[src/rtl/cdiv_pkg.sv]
package cdiv_pkg;
  typedef enum logic {
    PDEC_EXP = 1'b0,
    PDEC_LIN = 1'b1
  } pdec_e;
endpackage

[src/rtl/cdiv_ratio.sv]
module cdiv_ratio
  import cdiv_pkg::*;
#(
  parameter int M_W   = 3,
  parameter int P_W   = 2,
  parameter int M_OFF = 1,
  parameter int P_OFF = 1,
  parameter int MD_W  = 4,
  parameter int PD_W  = 4,
  parameter int N_W   = 8
) (
  input  logic [M_W+P_W-1:0] cfg_word,
  input  logic               lin_mode,
  output logic [N_W-1:0]     ratio
);
  logic [MD_W-1:0] m_div;
  logic [PD_W-1:0] p_div;
  logic [P_W-1:0]  p_fld;
  logic [N_W-1:0]  prod;
  pdec_e           dec;

  always_comb begin
    dec   = pdec_e'(lin_mode);
    m_div = MD_W'(cfg_word[M_W-1:0]) + MD_W'(M_OFF);
    p_fld = cfg_word[M_W +: P_W];
    if (dec == PDEC_LIN) p_div = PD_W'(p_fld) + PD_W'(P_OFF);
    else                 p_div = PD_W'(1) << p_fld;
    prod  = N_W'(m_div) * N_W'(p_div);
    // a zero offset could yield zero: treat it as divide by one
    ratio = (prod == '0) ? N_W'(1) : prod;
  end
endmodule

[src/rtl/cdiv_phase.sv]
module cdiv_phase #(
  parameter int N_W = 8
) (
  input  logic           clk,
  input  logic           rst_n,
  input  logic           en,
  input  logic [N_W-1:0] ratio,
  output logic           run,
  output logic           hi,
  output logic [N_W-1:0] cnt,
  output logic [N_W-1:0] cur_n
);
  logic [N_W-1:0] cnt_q, n_q, cnt_inc;
  logic           run_q, hi_q, wrap;

  always_comb begin
    cnt_inc = cnt_q + N_W'(1);
    wrap    = (cnt_q == n_q - N_W'(1));
  end

  always_ff @(posedge clk or negedge rst_n) begin
    if (!rst_n) begin
      cnt_q <= '0;
      n_q   <= N_W'(1);
      run_q <= 1'b0;
      hi_q  <= 1'b0;
    end else if (!en) begin
      cnt_q <= '0;
      n_q   <= ratio;
      run_q <= 1'b0;
      hi_q  <= 1'b0;
    end else if (!run_q || wrap) begin
      cnt_q <= '0;
      n_q   <= ratio;
      run_q <= 1'b1;
      hi_q  <= (ratio >= N_W'(2));
    end else begin
      cnt_q <= cnt_inc;
      hi_q  <= (cnt_inc < (n_q >> 1));
    end
  end

  assign run   = run_q;
  assign hi    = hi_q;
  assign cnt   = cnt_q;
  assign cur_n = n_q;
endmodule

[src/rtl/cascade_clkdiv.sv]
module cascade_clkdiv #(
  parameter int M_W   = 3,
  parameter int P_W   = 2,
  parameter int M_OFF = 1,
  parameter int P_OFF = 1
) (
  input  logic               clk_in,
  input  logic               rst_n,
  input  logic [M_W+P_W-1:0] cfg_word,
  input  logic               lin_mode,
  input  logic               en,
  output logic               clk_out
);
  localparam int MD_W = $clog2((1 << M_W) + M_OFF);
  localparam int PL_W = $clog2((1 << P_W) + P_OFF);
  localparam int PS_W = (1 << P_W);
  localparam int PD_W = (PS_W > PL_W) ? PS_W : PL_W;
  localparam int N_W  = MD_W + PD_W;

  logic [N_W-1:0] ratio_w, cnt_w, ratio_q_w;
  logic           run_w, hi_w, bypass;

  cdiv_ratio #(
    .M_W(M_W), .P_W(P_W), .M_OFF(M_OFF), .P_OFF(P_OFF),
    .MD_W(MD_W), .PD_W(PD_W), .N_W(N_W)
  ) u_ratio (
    .cfg_word(cfg_word),
    .lin_mode(lin_mode),
    .ratio   (ratio_w)
  );

  cdiv_phase #(.N_W(N_W)) u_phase (
    .clk  (clk_in),
    .rst_n(rst_n),
    .en   (en),
    .ratio(ratio_w),
    .run  (run_w),
    .hi   (hi_w),
    .cnt  (cnt_w),
    .cur_n(ratio_q_w)
  );

  always_comb begin
    bypass  = run_w && en && (ratio_q_w == N_W'(1));
    clk_out = bypass ? clk_in : hi_w;
  end
endmodule

[config.mk]
export PLATFORM = sky130hd
export DESIGN_NAME = cascade_clkdiv
export DESIGN_NICKNAME = d
export VERILOG_FILES = /design/src/rtl/cdiv_pkg.sv /design/src/rtl/cdiv_ratio.sv /design/src/rtl/cdiv_phase.sv /design/src/rtl/cascade_clkdiv.sv
export SDC_FILE = /design/constraint.sdc
export NUM_CORES = 1
export LEC_CHECK = 0
export CAP_MARGIN = 20
export CORE_AREA = 2 2 56 58
export CTS_BUF_LIST = sky130_fd_sc_hd__clkbuf_8
export CTS_CLUSTER_SIZE = 28
export DETAILED_ROUTE_END_ITERATION = 10
export DIE_AREA = 0 0 58 60
export DONT_BUFFER_PORTS = 1
export HOLD_SLACK_MARGIN = 0.15
export PLACE_DENSITY_LB_ADDON = 0.25
export SLEW_MARGIN = 40
export SYNTH_ARGS = -nofsm -noshare
export SYNTH_HDL_FRONTEND = slang
export SYNTH_SLANG_ARGS = --single-unit
[constraint.sdc]
create_clock -name clk_in -period 3.1 [get_ports clk_in]
set_input_delay 0.155 -clock clk_in [delete_from_list [all_inputs] [get_ports clk_in]]
set_output_delay 0.155 -clock clk_in [all_outputs]
set_load 0.03 [all_outputs]
Yosys cells after proc, flatten, opt, wreduce, memory -nomap -nowiden
Cells that the tools add are included.

Div/mod/pow operators: 0. Mux-type cells: 11. Bitwise logic cells: 0. Equal/unequal tests: 3. Shift-type cells: 1. $add $sub $neg: 4. $lt $le $gt $ge: 2. Multiply operators: 1. Reduce and logical (&&, ||, !) cells: 5.

Operators by type and width (count): 2-to-1 mux 8 bit (5); adder 8 x 1 -> 8 bit, second input constant (1); equality test 8 x 1 -> 1 bit, second input constant (1); equality test 8 bit (1); greater-or-equal comparator 8 x 2 -> 1 bit, second input constant (1); zero test 8 bit (1); < comparator 8 x 7 -> 1 bit (1); multiplier 4 x 4 -> 8 bit (1); subtractor 8 x 1 -> 8 bit, second input constant (1); 2-to-1 mux 1 bit (5); adder 3 x 1 -> 4 bit, second input constant (1); 2-to-1 mux 4 bit (1); left shift 1 x 2 -> 4 bit, first input constant (1); adder 2 x 1 -> 3 bit, second input constant (1); logical AND 1 bit (2); inequality test 2 x 1 -> 1 bit, second input constant (1); zero test 1 bit (1); logical OR 1 bit (1).

Bits in latches: 0. Bits in read-only memories: 0. Memories kept: 0. Input port bits: 9. Output and inout bits: 1. Register bits after elaboration: 18. RAM bits: 0.

Logic depth before layout (Yosys ltp)
Gate-level depths: netlist of the first run.

Word-level depth: 8. Depth in mapped cells: 14.

By module
Synthesis of the first run repeated with hierarchy kept, for this count alone.

Cells, all modules: 190. Area total of the unflattened synthesis: 1848.0 µm².

By module, submodules not included: cdiv_phase (area an instance 1196.1 µm², cells each 114, instances 1, seq. area each 451.7 µm²); cdiv_ratio (area an instance 606.8 µm², cells each 72, instances 1, seq. area each 0.0 µm²); cascade_clkdiv (area an instance 45.0 µm², cells each 4, instances 1, seq. area each 0.0 µm²).

==> impl_metrics.py, run 1 <==
metrics = {
    "layout": {
        "seq_area_um2": 451.7,
        "fill_cells": 189,
        "stdcell_count": 241,
        "drive_above_1_share": 0.3029,
        "area_growth_pct": 21.03,
        "final_util": 0.7616,
        "multi_input_comb_area_um2": 1423,
        "diodes": 0,
        "layout.nets": 249,
    },
    "power": {
        "powerDensity_nw_per_um2": 446.6,
        "power.leakage_nw": 1.056,
        "vdd.ir_drop.worst_uv": 272.7,
    },
    "detailed_routing": {
        "wl_per_cell_um": 17.40,
        "remaining_drc_errors": 0,
        "dr_total_vias": 1459,
        "viasPerCell": 6.054,
        "drt_iter0_markers": 93,
        "dr.pass1.iters": 4,
        "wl_um": 4193,
        "final_antenna_net_count": 0,
    },
    "sta": {
        "finalSetupViolCount": 0,
        "fin_ws_ps": 6.290,
        "finClkSkew_ps": 6.631,
        "finalCritPeriodShare": 0.9980,
        "slew_headroom": 0.6446,
        "fin_crit_ps": 3094,
        "rsz0062_at_grt": "true",
        "worst_pin_slew_ps": 526.2,
        "setup_tns_ps": 0,
        "final_hold_viol_count": 0,
        "fmax_ghz": 0.3232,
        "timing.final.max_slew_violations": 0,
    },
    "worst_hold_path": {
        "hp-start": "en",
        "worstHoldPathType": "in -> reg",
    },
    "logic_synthesis": {
        "yosysUniqueCellTypes": 52,
        "syn-cell-area_um2": 1827,
        "synth_edf_count": 0,
        "async_reset_ff_frac": 1.000,
        "syn_nets": 232,
        "yosys-top-cells-area": "dfrtp_1 23%, ha_1 18%, fa_1 5.5%",
        "yosysSeqAreaShare": 0.2473,
        "syn_area_per_cell_um2": 9.514,
        "yosys_most_used_dff": "dfrtp_1",
        "synth_top_area_cell": "dfrtp_1",
        "yosys_warnings": 0,
        "synth_top_area_frac": 0.2329,
        "synth_cells": 192,
        "synth-seq-cells": 18,
    },
    "critical_path": {
        "rrSetupSlack_ps": 660,
        "cp-end-kind": "flip-flop",
        "setup.worst_path.start": "cfg_word[3]",
        "cp_data_required_time_ps": 3390,
        "arrival_ps": 3380,
        "r2r-start": "u_phase.cur_n[0]",
        "critPathKind": "in -> reg",
        "cp-start-kind": "primary input",
        "crit_fanout": 4,
    },
    "global_routing": {
        "grt_use_total": 0.2691,
        "grt_max_degree": 19,
        "grt_pass1_vias": 1570,
        "overflow": 0,
        "antenna_found_initial": 0,
        "grt_pass1_wl_um": 6927,
    },
    "clock_network": {
        "clk_pin_slew_ps": 70,
        "clk_latency_ps": 360,
        "cts_tree": "done",
    },
    "placement": {
        "dp.cells": 229,
        "gp_congestion": 0.8368,
        "port_buffers": 0,
        "hpwl_um": 3171,
        "post-place-ws_ps": -364.2,
    },
    "flow_run": {
        "cap_violations": 0,
    },
    "floorplanning": {
        "boundaryPins": 10,
        "die_area_um2": 3480,
        "rows": 20,
        "die_width_um": 58,
        "die_y_um": 60,
        "start_util": 0.6293,
        "core-area_um2": 2903,
    },
    "status": {
        "status": "complete, no violations",
    },
}
==> critical path, stage by stage <==
cell     delay [ps]
inv_12           20
ha_4            240
mux2_4          150
nand2_2          60
fa_1            560
inv_2            50
fa_2            500
buf_4           160
fa_2            340
a21o_1          170
a21oi_2         160
xnor2_2         110
nor4_4          340
buf_4           170
a21oi_1          60
mux2i_1         140
==> registers in the layout (all words and copies together), names as in the netlist <==
register       count
u_phase.hi         1
u_phase.cur_n      8
u_phase.run        1
u_phase.cnt        8
==> worst paths after layout <==
check,cells after the start,end
max,16,u_phase.cur_n[0]
min,2,u_phase.cnt[4]
max reg2reg,8,u_phase.cur_n[7]
min reg2reg,2,u_phase.cur_n[0]
max in group asynchronous,2,u_phase.cur_n[0]
min in group asynchronous,2,u_phase.cnt[4]
==> through the flow <==
step	instance area [um^2]	total power [mW]	hold WS, ps
floorplan	1924	0.5686	-140.6
global placement	1999	0.6339	-140.2
detailed placement	1999	0.6554	-140.2
CTS	2126	0.9655	199.3
global route	2211	1.038	202.4
finish	2211	0.9874	191.8
==> synth_stat cells, types with 3 or more instances <==
| master | instances |
|---|---|
| xor2_1 | 9 |
| mux2i_1 | 4 |
| inv_1 | 21 |
| nand3_1 | 6 |
| and2_2 | 6 |
| ha_1 | 26 |
| nor2_1 | 14 |
| fa_1 | 5 |
| clkbuf_1 | 3 |
| xnor2_1 | 10 |
| nand2_1 | 9 |
| mux2_2 | 8 |
| a21oi_1 | 4 |
| dfrtp_1 | 17 |
| o21ai_0 | 4 |
| nor3b_1 | 3 |
==> layer usage <==
metal / GRT usage / vias up / routed length [um]
met4: 0.1395 / 0 / 88
met5: 0 / - / 0
li1: - / 694 / -
met2: 0.4854 / 34 / 2331
met1: 0.3046 / 722 / 1647
met3: 0.04545 / 9 / 126
==> timing repair <==
action	CTS	global route
gates resized for setup	0	12
setup buffers	0	1
hold endpoints to repair	24	18
setup endpoints to repair	0	2
hold buffers	3	1
==> cells in the final DEF (no fill, tap or decap), types with 6 or more instances in the layout <==
cell,netlist,routed
and2_2,6,6
buf_4,0,9
clkbuf_8,0,7
xor2_1,9,8
nand3_1,6,6
ha_1,26,21
nand2_1,9,8
inv_1,21,18
nor2_1,14,14
mux2_2,8,7
xnor2_1,10,9
dfrtp_1,17,17
==> area by class of cell <==
cell class              instances  area share
multi-input cells             149      0.6435
repair buffers                 13     0.04641
flip-flops and latches         18      0.2043
well taps                      33     0.01868
inverters                      21     0.04358
clock buffers                   7     0.04358
==> power breakdown <==
part / internal [mW] / switching [mW] / total (mW)
Sequential: 0.264 / 0.0452 / 0.309
Clock: 0.199 / 0.112 / 0.310
Combinational: 0.183 / 0.185 / 0.368
==> cells by family after synthesis <==
kind of cell    synth area share
simple gates              0.2021
fa+ha+maj                 0.2329
xor+xnor                 0.09110
mux                      0.07945
buf+inv                  0.05205
compound gates           0.09521
flops                     0.2473
Note: power is estimated with default switching activity, not from simulation.
==> run 2, diff against run 1 <==
--- a/config.mk
+++ b/config.mk
@@ -14,6 +14,7 @@
 export DONT_BUFFER_PORTS = 1
 export HOLD_SLACK_MARGIN = 0.15
 export PLACE_DENSITY_LB_ADDON = 0.25
+export REMOVE_ABC_BUFFERS = 1
 export SLEW_MARGIN = 40
 export SYNTH_ARGS = -nofsm -noshare
 export SYNTH_HDL_FRONTEND = slang
==> run 2 against run 1 <==
Sequential share of layout area fell by 0.66 points. Clock skew rose by 1.0 ps. Critical endpoint unchanged. Critical path depth fell by 3. Maximum frequency rose by 2.6%. Highest routed layer unchanged. Worst hold slack got worse by 7.7 ps. Clock power fell by 11%. Combinational power rose by 7.1%. Power fell by 0.88%. Via count rose by 1.1%. Count of clock-buffer cells in the layout fell by 1. Design area rose by 3.3%. First-iteration DRC count fell by 60%.
==> impl_metrics.py, run 2 (synthesis gave the netlist of run 1 again) <==
metrics = {
    "critical_path": {
        "cpLargestDelayFamily": "adder cells",
        "cp.buffers_inverters": 2,
        "setup.worst_path.start": "cfg_word[3]",
        "cp-end-kind": "flip-flop",
        "slowest_stage": "fa_1",
        "critPathKind": "in -> reg",
        "crit_fanout": 3,
        "crit_path_frequent_cell": "fa_2",
        "cp-start-kind": "primary input",
        "arrival_ps": 3300,
        "cp_data_required_time_ps": 3380,
        "r2r-start": "u_phase.cur_n[0]",
        "critPathMaxStageDelay_ps": 550,
        "crit_chain": "ha_4 > nand2b_1 > or2_4 > fa_1 > inv_2 > fa_2 > fa_2 > xor2_2 > or3_4 > nor4_4 > buf_4 > a21oi_1 > mux2i_1",
    },
    "placement": {
        "gp_congestion": 0.8625,
        "dp.cells": 236,
        "port_buffers": 0,
        "hpwl_um": 3008,
        "post-place-ws_ps": -559.5,
    },
    "clock_network": {
        "clk_pin_slew_ps": 70,
        "clk_latency_ps": 360,
        "cts_tree": "done",
    },
    "sta": {
        "fmax_ghz": 0.3317,
        "finalCritPeriodShare": 0.9726,
        "timing.final.max_slew_violations": 0,
        "slew_headroom": 0.7427,
        "final_hold_viol_count": 0,
        "worst_pin_slew_ps": 382.7,
        "fin_ws_ps": 84.87,
        "fin_crit_ps": 3015,
        "finClkSkew_ps": 7.645,
        "finalSetupViolCount": 0,
        "setup_tns_ps": 0,
    },
    "power": {
        "internal_power_mw": 0.6397,
        "p_sw_mw": 0.3390,
        "seqPwrFrac": 0.316,
        "p_comb_frac": 0.403,
        "p_sw_frac": 0.3464,
        "power.leakage_nw": 1.085,
        "clockPowerShare": 0.281,
        "powerDensity_nw_per_um2": 428.4,
        "vdd.ir_drop.worst_uv": 372.7,
        "power.total_mw": 0.9787,
    },
    "layout": {
        "final_common_cell": "ha_1",
        "fill_cells": 186,
        "layout.nets": 258,
        "diodes": 0,
        "stdcell_count": 250,
        "drive_above_1_share": 0.3410,
        "final_cell_mix": "20 x ha_1, 19 x inv_1, 17 x dfrtp_1",
        "area_growth_pct": 25.07,
    },
    "global_routing": {
        "grt_max_degree": 19,
        "grt_pass1_wl_um": 6417,
        "antenna_found_initial": 0,
        "overflow": 0,
        "grt_use_total": 0.2478,
        "grt_pass1_vias": 1475,
    },
    "floorplanning": {
        "boundaryPins": 10,
        "die_area_um2": 3480,
        "start_util": 0.6293,
        "rows": 20,
        "die_y_um": 60,
        "die_width_um": 58,
        "core-area_um2": 2903,
    },
    "detailed_routing": {
        "drt_iter0_markers": 37,
        "remaining_drc_errors": 0,
        "wl_um": 4250,
        "dr.pass1.iters": 6,
        "dr_total_vias": 1475,
        "final_antenna_net_count": 0,
        "viasPerCell": 5.900,
        "wl_per_cell_um": 17.00,
    },
    "worst_hold_path": {
        "hp-start": "en",
        "worstHoldPathType": "in -> reg",
    },
    "flow_run": {
        "cap_violations": 0,
    },
    "status": {
        "status": "complete, no violations",
    },
}
run 2: changes by cell type in the layout (fill, tap and decap cells not counted), moves of 2 or more:
cell / change
buf_4: +7
xor2_2: +2
xor2_1: -2
buf_6: +2
inv_4: +2
run 2: metrics by stage:
stage / hold slack [ps] / area (um^2) / util
after floorplan: -140.6 / 1810 / -
after global routing: 197.3 / 2285 / 0.7871
final: 184.1 / 2285 / 0.7871
after global placement: -140.2 / 1964 / 0.6767
after detailed placement: -140.2 / 1964 / 0.6767
after CTS: 180.2 / 2130 / 0.7336
run 2: worst register-to-register path: stages (launching register included):
cell,delay [ps]
dfstp_2,570
inv_1,70
ha_1,310
xor2_1,150
nand2_1,80
nor4b_2,290
o211ai_2,190
nand3_2,250
mux2_2,370
run 2: worst paths after layout:
check | endpoint | slack, ps | cells past startpoint
worst min-delay path | u_phase.cnt[6] | 180 | 2
min in group asynchronous | u_phase.cnt[5] | 240 | 2
worst min register to register | u_phase.cur_n[0] | 540 | 2
max in group asynchronous | u_phase.cur_n[0] | 2530 | 2
worst max-delay path | u_phase.cur_n[0] | 80 | 13
worst max register to register | u_phase.cur_n[4] | 710 | 8
run 2: layout make-up:
cell class / instances / area [um^2] / share of cell area
inverters: 21 / 83.83 / 0.03669
flip-flops and latches: 18 / 451.7 / 0.1977
clock buffers: 6 / 82.58 / 0.03614
well taps: 33 / 41.29 / 0.01807
clock inverters: 1 / 3.754 / 0.001643
repair buffers: 22 / 177.7 / 0.07777
multi-input cells: 149 / 1444 / 0.6320
run 2: power groups by stage:
| stage | logic [mW] | registers (mW) | clock network, mW |
|---|---|---|---|
| global placement | 0.311 | 0.308 | 0.0125 |
| global route | 0.432 | 0.312 | 0.288 |
| floorplan | 0.242 | 0.300 | 0.0125 |
| finish | 0.394 | 0.309 | 0.275 |
| CTS | 0.347 | 0.307 | 0.278 |
| detailed placement | 0.325 | 0.312 | 0.0125 |
run 2: repair_timing:
item / in CTS / in global routing
pin swaps: 5 / 12
hold endpoints to repair: 23 / 18
gates resized for setup: 11 / 25
buffers inserted: 0 / 3
setup endpoints to repair: 2 / 2
hold buffers: 3 / 1
run 2: routing by layer:
layer | vias to the layer above | share of wire | global-route usage
li1 | 712 | - | -
met2 | 33 | 0.55 | 0.4448
met4 | 0 | 0.031 | 0.1495
met1 | 718 | 0.39 | 0.2740
met3 | 12 | 0.031 | 0.04113
met5 | - | 0 | 0
